<file path="src/rtl/ddr2_wcap_pkg.sv">
package ddr2_wcap_pkg;
    typedef enum logic [1:0] {
        ST_IDLE  = 2'd0,
        ST_WAIT  = 2'd1,
        ST_BURST = 2'd2
    } wst_e;

    typedef enum logic [1:0] {
        CMD_NONE  = 2'd0,
        CMD_WRITE = 2'd1,
        CMD_PRE   = 2'd2
    } cmd_e;
endpackage

</file>
<file path="src/rtl/ddr2_cmd_decode.sv">
module ddr2_cmd_decode
    import ddr2_wcap_pkg::*;
(
    input  logic cs_n,
    input  logic ras_n,
    input  logic cas_n,
    input  logic we_n,
    output cmd_e cmd_o
);
    always_comb begin
        cmd_o = CMD_NONE;
        if (!cs_n) begin
            if (ras_n && !cas_n && !we_n)      cmd_o = CMD_WRITE;
            else if (!ras_n && cas_n && !we_n) cmd_o = CMD_PRE;
        end
    end

    // the two decoded commands never overlap
    always_comb begin
        assert_cmd_exclusive_R1: assert (!(cmd_o == CMD_WRITE && (!ras_n || cas_n)));
    end
endmodule

</file>
<file path="src/rtl/ddr2_wr_sequencer.sv">
module ddr2_wr_sequencer
    import ddr2_wcap_pkg::*;
#(
    parameter int COL_W = 6,
    parameter int LAT_W = 3,
    parameter int TWR_W = 3
) (
    input  logic             clk,
    input  logic             rst_n,
    input  cmd_e             cmd_i,
    input  logic [COL_W-1:0] col_i,
    input  logic [LAT_W-1:0] cfg_cl_i,
    input  logic [LAT_W-1:0] cfg_al_i,
    input  logic             cfg_bl8_i,
    input  logic [TWR_W-1:0] cfg_twr_i,
    input  logic             dqs_f_i,
    input  logic             err_clr_i,
    output logic             we_o,
    output logic [COL_W-1:0] wa0_o,
    output logic [COL_W-1:0] wa1_o,
    output logic             err_pre_o,
    output logic             err_twr_o
);
    localparam int CNT_W = LAT_W + 1;

    typedef struct packed {
        wst_e             state;
        logic [CNT_W-1:0] cnt;
        logic [1:0]       pair;
        logic [COL_W-1:0] col;
        logic             bl8;
        logic [TWR_W-1:0] twr_lat;
        logic [TWR_W-1:0] twr;
        logic             e_pre;
        logic             e_twr;
    } seq_t;

    seq_t q, d;

    logic [CNT_W-1:0] wl;
    logic [COL_W-1:0] mask, off0, off1, blk;
    logic [1:0]       pair_last;

    always_comb begin
        wl = {1'b0, cfg_al_i} + {1'b0, cfg_cl_i} - CNT_W'(1);

        mask      = q.bl8 ? COL_W'(7) : COL_W'(3);
        blk       = q.col & ~mask;
        off0      = COL_W'({q.pair, 1'b0});
        off1      = off0 + COL_W'(1);
        wa0_o     = blk | ((q.col + off0) & mask);
        wa1_o     = blk | ((q.col + off1) & mask);
        pair_last = q.bl8 ? 2'd3 : 2'd1;

        d    = q;
        we_o = 1'b0;

        if (err_clr_i) begin
            d.e_pre = 1'b0;
            d.e_twr = 1'b0;
        end
        if (q.twr != '0) d.twr = q.twr - TWR_W'(1);
        if (cmd_i == CMD_PRE && (q.state != ST_IDLE || q.twr != '0))
            d.e_twr = 1'b1;

        unique case (q.state)
            ST_IDLE: begin
                if (cmd_i == CMD_WRITE) begin
                    d.col     = col_i;
                    d.bl8     = cfg_bl8_i;
                    d.twr_lat = cfg_twr_i;
                    d.pair    = 2'd0;
                    if (wl <= CNT_W'(1)) begin
                        if (dqs_f_i) d.e_pre = 1'b1;
                        else         d.state = ST_BURST;
                    end else begin
                        d.cnt   = wl - CNT_W'(2);
                        d.state = ST_WAIT;
                    end
                end
            end
            ST_WAIT: begin
                if (q.cnt == '0) begin
                    if (dqs_f_i) begin
                        d.e_pre = 1'b1;
                        d.state = ST_IDLE;
                    end else begin
                        d.state = ST_BURST;
                    end
                end else begin
                    d.cnt = q.cnt - CNT_W'(1);
                end
            end
            ST_BURST: begin
                we_o = 1'b1;
                if (q.pair == pair_last) begin
                    d.state = ST_IDLE;
                    d.twr   = q.twr_lat;
                end else begin
                    d.pair = q.pair + 2'd1;
                end
            end
            default: d.state = ST_IDLE;
        endcase
    end

    always_ff @(posedge clk or negedge rst_n) begin
        if (!rst_n) begin
            q <= '{state: ST_IDLE, default: '0};
        end else begin
            q <= d;
        end
    end

    assign err_pre_o = q.e_pre;
    assign err_twr_o = q.e_twr;

    assert_bad_preamble_flag_R8: assert property (@(posedge clk) disable iff (!rst_n)
        (q.state == ST_WAIT && q.cnt == '0 && dqs_f_i) |=> err_pre_o);
    assert_bad_preamble_no_store_R8: assert property (@(posedge clk) disable iff (!rst_n)
        (q.state == ST_WAIT && q.cnt == '0 && dqs_f_i) |=> !we_o);
    assert_early_precharge_R7: assert property (@(posedge clk) disable iff (!rst_n)
        (cmd_i == CMD_PRE && (q.twr != '0 || q.state != ST_IDLE)) |=> err_twr_o);
    assert_pre_flag_sticky_R9: assert property (@(posedge clk) disable iff (!rst_n)
        (err_pre_o && !err_clr_i) |=> err_pre_o);
    assert_twr_flag_sticky_R9: assert property (@(posedge clk) disable iff (!rst_n)
        (err_twr_o && !err_clr_i) |=> err_twr_o);
    assert_burst_ends_R4: assert property (@(posedge clk) disable iff (!rst_n)
        (we_o && q.pair == pair_last) |=> !we_o);
endmodule

</file>
<file path="src/rtl/ddr2_burst_store.sv">
module ddr2_burst_store #(
    parameter int COL_W = 6,
    parameter int DQ_W  = 8
) (
    input  logic             clk,
    input  logic             rst_n,
    input  logic             we_i,
    input  logic [COL_W-1:0] wa0_i,
    input  logic [DQ_W-1:0]  wd0_i,
    input  logic [COL_W-1:0] wa1_i,
    input  logic [DQ_W-1:0]  wd1_i,
    input  logic [COL_W-1:0] ra_i,
    output logic [DQ_W-1:0]  rd_o
);
    localparam int DEPTH = 1 << COL_W;

    logic [DQ_W-1:0] mem_q [DEPTH];

    always_ff @(posedge clk or negedge rst_n) begin
        if (!rst_n) begin
            for (int i = 0; i < DEPTH; i++) mem_q[i] <= '0;
        end else if (we_i) begin
            mem_q[wa0_i] <= wd0_i;
            mem_q[wa1_i] <= wd1_i;
        end
    end

    assign rd_o = mem_q[ra_i];

    assert_beat_pair_distinct_R5: assert property (@(posedge clk) disable iff (!rst_n)
        we_i |-> (wa0_i != wa1_i));
endmodule

</file>
<file path="src/rtl/ddr2_wr_capture.sv">
module ddr2_wr_capture
    import ddr2_wcap_pkg::*;
#(
    parameter int COL_W = 6,
    parameter int DQ_W  = 8,
    parameter int LAT_W = 3,
    parameter int TWR_W = 3
) (
    input  logic             clk,
    input  logic             rst_n,
    input  logic             cs_n,
    input  logic             ras_n,
    input  logic             cas_n,
    input  logic             we_n,
    input  logic [COL_W-1:0] col_addr,
    input  logic [DQ_W-1:0]  dq_rise,
    input  logic [DQ_W-1:0]  dq_fall,
    input  logic             dqs_rise,
    input  logic             dqs_fall,
    input  logic [LAT_W-1:0] cfg_cas_lat,
    input  logic [LAT_W-1:0] cfg_add_lat,
    input  logic             cfg_bl8,
    input  logic [TWR_W-1:0] cfg_twr,
    input  logic             err_clr,
    input  logic [COL_W-1:0] rd_addr,
    output logic [DQ_W-1:0]  rd_data,
    output logic             err_preamble,
    output logic             err_wr_recovery
);
    cmd_e             cmd;
    logic             we;
    logic [COL_W-1:0] wa0, wa1;
    logic             dqs_rise_unused;

    assign dqs_rise_unused = dqs_rise;

    ddr2_cmd_decode u_dec (
        .cs_n  (cs_n),
        .ras_n (ras_n),
        .cas_n (cas_n),
        .we_n  (we_n),
        .cmd_o (cmd)
    );

    ddr2_wr_sequencer #(.COL_W(COL_W), .LAT_W(LAT_W), .TWR_W(TWR_W)) u_seq (
        .clk       (clk),
        .rst_n     (rst_n),
        .cmd_i     (cmd),
        .col_i     (col_addr),
        .cfg_cl_i  (cfg_cas_lat),
        .cfg_al_i  (cfg_add_lat),
        .cfg_bl8_i (cfg_bl8),
        .cfg_twr_i (cfg_twr),
        .dqs_f_i   (dqs_fall),
        .err_clr_i (err_clr),
        .we_o      (we),
        .wa0_o     (wa0),
        .wa1_o     (wa1),
        .err_pre_o (err_preamble),
        .err_twr_o (err_wr_recovery)
    );

    ddr2_burst_store #(.COL_W(COL_W), .DQ_W(DQ_W)) u_store (
        .clk   (clk),
        .rst_n (rst_n),
        .we_i  (we),
        .wa0_i (wa0),
        .wd0_i (dq_rise),
        .wa1_i (wa1),
        .wd1_i (dq_fall),
        .ra_i  (rd_addr),
        .rd_o  (rd_data)
    );
endmodule

</file>
<file path="config.mk">
export PLATFORM = sky130hd
export DESIGN_NAME = ddr2_wr_capture
export DESIGN_NICKNAME = d
export VERILOG_FILES = /design/src/rtl/ddr2_wcap_pkg.sv /design/src/rtl/ddr2_cmd_decode.sv /design/src/rtl/ddr2_wr_sequencer.sv /design/src/rtl/ddr2_burst_store.sv /design/src/rtl/ddr2_wr_capture.sv
export SDC_FILE = /design/constraint.sdc
export NUM_CORES = 1
export LEC_CHECK = 0
export BUFFER_PORTS_ARGS = -buffer_cell sky130_fd_sc_hd__buf_2
export CAP_MARGIN = 20
export CORE_MARGIN = 4
export CORE_UTILIZATION = 50
export CTS_CLUSTER_SIZE = 24
export DETAILED_ROUTE_END_ITERATION = 16
export PLACE_DENSITY = 0.67
export SYNTH_ARGS = -nofsm -noshare
export SYNTH_HDL_FRONTEND = slang
export SYNTH_HIERARCHICAL = 1
export SYNTH_SLANG_ARGS = --single-unit
</file>
<file path="constraint.sdc">
create_clock -name clk -period 6.25 [get_ports clk]
set_input_delay 0.3125 -clock clk [delete_from_list [all_inputs] [get_ports clk]]
set_output_delay 0.3125 -clock clk [all_outputs]
set_load 0.05 [all_outputs]
</file>
* Word-level counts from Yosys, hierarchy flattened
Cells that the tools add are included.
Storage, ports and cells: bits of input ports 47, flip-flop bits (word level) 535, logic and storage cells 168
Operators by class: bitwise gates (word level) 9, muxes and demuxes 37, reductions and logical operators 22, $lt $le $gt $ge 6, $add $sub $neg 9, eq/ne operators 12
Operators by type and width (number):
- 512-bit bitwise mux | 2
- 8-bit demux with 6-bit select | 2
- 8-bit binary-select mux with 6-bit select | 1
- 8-bit two-way mux | 4
- 2-bit two-way mux | 11
- 7-bit greater-or-equal comparator (second input constant) | 3
- 6-bit NOT with 7-bit output | 3
- 6-bit bitwise AND | 3
- 18-bit two-way mux | 1
- 7-bit by 1-bit less-than comparator with 1-bit output (second input constant) | 2
- 3-bit two-way mux | 4
- 6-bit OR | 2
- 4-bit two-way mux | 2
- 4-bit case mux with 2 select lines | 1
- 4-bit AND reduction | 2
- 2-bit nonzero test | 4
- 4-bit by 1-bit subtractor with 4-bit output (second input constant) | 2
- 1-bit logical AND | 7
- 6-bit by 3-bit adder with 6-bit output | 1
- 6-bit adder | 1
- 1-bit two-way mux | 6
- 2-bit by 1-bit != test with 1-bit output (second input constant) | 3
- 2-bit != test (second input constant) | 3
- 6-bit NOT | 1
- other kinds (20) | 24

* Logic depth before layout (Yosys ltp)
word-level depth 11, mapped depth 12

* By module
Netlist, hierarchy kept.
By module, submodules not included:
- ddr2_burst_store | cells an instance 3023, instances 1, area each 29420.7 µm²
- ddr2_wr_sequencer | cells an instance 141, instances 1, area each 1437.6 µm²
- ddr2_cmd_decode | cells an instance 2, instances 1, area each 17.5 µm²

* Least setup slack after synthesis
Ideal clock, no wire load.
kind input to output, start point in rd_addr[1], end point out rd_data[5], path slack 3.436 ns, arrival 2.501 ns, required time 5.938 ns, stages 8, cell sequence buf_4 buf_4 buf_2 mux4_2 mux2i_1 o21ai_0 nor2_1 o31ai_1
On the way: longest elaborated chain between the ends 4
Ends and longest elaborated chain:
- start: declaration | RTL line ddr2_wr_capture.sv:25 | input logic [COL_W-1:0] rd_addr,
- 6-bit NOT with 7-bit output (implied by the code) | RTL line ddr2_burst_store.sv:28 | assign rd_o = mem_q[ra_i];
- 8-bit binary-select mux with 6-bit select | RTL line ddr2_burst_store.sv:28
- 8-bit two-way mux (implied by the code) (2 in a row) | RTL line ddr2_burst_store.sv:28
- end: declaration | RTL line ddr2_wr_capture.sv:26 | output logic [DQ_W-1:0] rd_data,
Every way passes these cells. The select of a mux whose other input is x is not followed.

* Worst setup path in the final report
start point reg u_seq/q[9] (netlist name), end point reg u_store/mem_q[57] (netlist name)
RTL lines:
- start: declaration | RTL line ddr2_wr_sequencer.sv:38 | seq_t q, d;
- start signal: assignment | RTL line ddr2_wr_sequencer.sv:109 | q <= '{state: ST_IDLE, default: '0};
- start signal: assignment | RTL line ddr2_wr_sequencer.sv:111 | q <= d;
- 6-bit adder (*) | RTL line ddr2_wr_sequencer.sv:52 | wa1_o = blk | ((q.col + off1) & mask);
- 6-bit bitwise AND (*) | RTL line ddr2_wr_sequencer.sv:52
- 6-bit OR (*) | RTL line ddr2_wr_sequencer.sv:52
- net wa1[2] | RTL line ddr2_wr_capture.sv:32 | logic [COL_W-1:0] wa0, wa1;
- 6-bit NOT with 7-bit output (implied by the code) (*) | RTL line ddr2_burst_store.sv:24 | mem_q[wa1_i] <= wd1_i;
- 7-bit greater-or-equal comparator (implied by the code) / 7-bit by 1-bit less-than comparator with 1-bit output (equally long branches) | RTL line ddr2_burst_store.sv:24
- 1-bit logical AND (implied by the code) | RTL line ddr2_burst_store.sv:24
- 8-bit two-way mux (implied by the code) | RTL line ddr2_burst_store.sv:24
- 8-bit demux with 6-bit select (*) | RTL line ddr2_burst_store.sv:24
- 512-bit bitwise mux (*) | RTL line ddr2_burst_store.sv:24
- end signal: indexed assignment | RTL line ddr2_burst_store.sv:23 | mem_q[wa0_i] <= wd0_i;
- end signal: indexed assignment | RTL line ddr2_burst_store.sv:24
- end: declaration | RTL line ddr2_burst_store.sv:17 | logic [DQ_W-1:0] mem_q [DEPTH];
The timed path passes the listed nets; every way through them passes the cells marked *. A chain may end at the register's enable or synchronous reset.

==> metrics.cfg <==
[status]
status=finished, final reports clean

[power]
switching_power_uw=5390
p_seq_share_pct=38.4
pwr-share-clk_pct=25.6
internal-power_uw=8520
combPwrFrac_pct=36.0
swShare_pct=38.7
powerDensity_nw_per_um2=418
p_total_uw=13900
leakagePower_uw=0.0131
ir_drop_uv=374

[placement]
postPlaceCellArea_um2=31100
io_buffers=55
placed_cells=3751
dp_hpwl_um=59600
gp_congestion=0.939

[sta]
tns_ns=0
slew_headroom_pct=17.0
worst_slew_pin_slew_ns=1.24
max_freq_ghz=0.234
hold_viol=0
setup_viol=0
skew_ns=0.0157
min_period_over_period_pct=68.3
rsz0062_at_grt=false
final.min_clock_period_ns=4.27
final_max_slew_viol_count=0
worst_hold_slack_ns=0.119

[detailed_routing]
via_count=25400
drc_errors=0
met2WireLength_um=44100
wl_met1_um=39600
wl_met3_um=11200
routed_wl_um=99800
drtIter0Drc=2955
avgViaCountPerCell=6.57
firstDrtPassIters=6
drtAntennaViolNets=0
top_layer_used=met4
wl_per_cell_um=25.8

[cts]
clkLatencyLatePin_ns=0.62
cts_buffers=57
cts_root_buf=clkbuf_16
clock_path_buffers=3
clock_sinks=535
htree_levels=2
cts_tree=yes
cts_setup_buffers=0
clk_pin_slew_ns=0.06

[worst_hold_path]
holdPathEnd=u_seq/err_twr_o
hold_start=ras_n
whs_path_depth=4
hp-class=input pin to flip-flop

[global_routing]
grt.total_usage_pct=29.7
grt_overflow=0
grt_max_degree=188
antenna_found_initial=2
grt_pass1_vias=25200
grt_pass1_wl_um=153000

[layout]
mostFrequentLayoutCells=dfrtp_1 (535), nand2_1 (490), o21ai_0 (374)
finalNonFillerCells=3872
fin_nets=3103
fillers=5288
layout-drive-gt1-share_pct=12.7
final_common_cell=dfrtp_1
syn2layout_area_growth_pct=7.65
antenna_cells=0
final_cell_area_um2=33200

[yosys]
synth-seq-cells=535
synth_area_um2=30900
synth_cell_types=73
ys_seq_area_share_pct=43.4
synthesis.nets=3224
netlist_instances=3166
synth_edf_count=0
yosys_warnings=6
synth_flop_cell=dfrtp_1
async_reset_ff_share_pct=100
synth.avg_cell_area_um2=9.75

[floorplan]
dieHeight_um=257
num_io_pins=57
die_area_um2=65800
num_rows=90
die_w_um=257
initial_core_util_pct=50.9
coreArea_um2=60700

[worst_setup_path]
reg2reg_slack_ns=1.98
critPathRequiredTime_ns=6.71
rr_worst_depth=10
endpoint_kind=flip-flop
cp_max_fo=16
reg2reg_to=u_store/mem_q[57]
reg2reg_from=u_seq/q[9]
worstSetupPathType=flip-flop to flip-flop
cp-start-kind=flip-flop
cp.arrival_ns=4.73

[job]
maxCapViolCount=0

==> synth_stat cells (13+ instances only) <==
| cell | n | area (µm²) |
|---|---|---|
| o21ai_1 | 43 | 215 |
| mux4_2 | 100 | 2250 |
| mux4_1 | 28 | 736 |
| nand2_1 | 490 | 1840 |
| a31oi_1 | 26 | 163 |
| mux2i_1 | 306 | 3060 |
| a21oi_1 | 199 | 996 |
| inv_1 | 26 | 97.6 |
| nor2_4 | 20 | 225 |
| nor2b_1 | 33 | 206 |
| a22o_1 | 53 | 464 |
| nor3_1 | 13 | 65.1 |
| buf_4 | 37 | 278 |
| buf_2 | 89 | 445 |
| o21ai_0 | 374 | 1870 |
| clkbuf_1 | 161 | 604 |
| mux2_2 | 15 | 169 |
| o22ai_1 | 122 | 763 |
| o21a_1 | 17 | 128 |
| dfrtp_1 | 535 | 13400 |
| nor2_1 | 273 | 1020 |
| nand3b_1 | 16 | 120 |
==> final cells by class <==
type	instances	area (µm²)	area share [%]
clock buffers	90	1720	5.18
clock inverters	14	224	0.674
inverters	26	97.6	0.294
multi-input cells	2300	15900	47.8
flip-flops and latches	535	13400	40.3
well taps	782	978	2.94
repair buffers	125	928	2.79
==> registers in the layout, summed over array words and instances (netlist names) <==
| register | cells |
|---|---|
| u_seq/off0 | 2 |
| u_store/mem_q | 512 |
| u_seq/err_pre_o | 1 |
| u_seq/err_twr_o | 1 |
| u_seq/q | 19 |
==> power groups by stage <==
stage / clock (µW) / sequential (µW) / combinational, µW
2_1_floorplan: 0 / 5080 / 3550
3_3_place_gp: 0 / 5290 / 4660
3_5_place_dp: 0 / 5370 / 4830
4_1_cts: 3600 / 5320 / 4860
5_1_grt: 3750 / 5450 / 5330
6_report: 3560 / 5340 / 5010
==> critical path, cell delays in order (launching register included) <==
cell and delay (ns):
dfrtp_1 0.50, fa_1 0.47, xor2_1 0.16, nand2_1 0.08, xnor2_1 0.12, buf_4 0.19
or3_1 0.78, nor2_1 0.90, o21ai_1 0.56, nand2_1 0.22, o21ai_0 0.11
==> routing by layer <==
metal	track usage, %	vias to the layer above
li1	-	11100
met1	40.2	12600
met2	45.1	1476
met3	8.11	291
met4	13.3	0
met5	0	-
==> cell families after synthesis <==
kind of cell               Yosys count  share of synthesized area [%]
muxes                              450                           20.2
xor gates and xnor gates             8                          0.227
adders and majority gates           11                          0.494
DFF                                535                           43.4
AOI/OAI and AO/OA                  893                           16.6
and+or+nand+nor                    938                           14.0
buffers and inverters              331                           5.17
==> what timing repair did <==
action                    in CTS  in global routing
gates resized for setup        0                  0
hold buffers                  14                  0
hold endpoints to repair      96                  0
==> through the flow <==
stage                     setup WS, ns  util, %
after floorplan                   3.44        -
after global placement            2.17     51.3
after detailed placement          2.10     51.3
after CTS                         2.10     54.7
after global routing              1.80     54.8
final                             1.98     54.8
==> worst max-delay path by stage <==
| stage | cells after the start | slack, ns | start | end |
|---|---|---|---|---|
| floorplan | 8 | 3.44 | rd_addr[1] | rd_data[5] |
| global placement | 10 | 2.17 | u_seq/q[9] | u_store/mem_q[57] |
| detailed placement | 10 | 2.10 | u_seq/q[9] | u_store/mem_q[57] |
| CTS | 10 | 2.10 | u_seq/q[9] | u_store/mem_q[57] |
| global route | 10 | 1.80 | u_seq/q[9] | u_store/mem_q[57] |
| finish | 10 | 1.98 | u_seq/q[9] | u_store/mem_q[57] |
No activity file was read; power rests on OpenSTA's default activity.
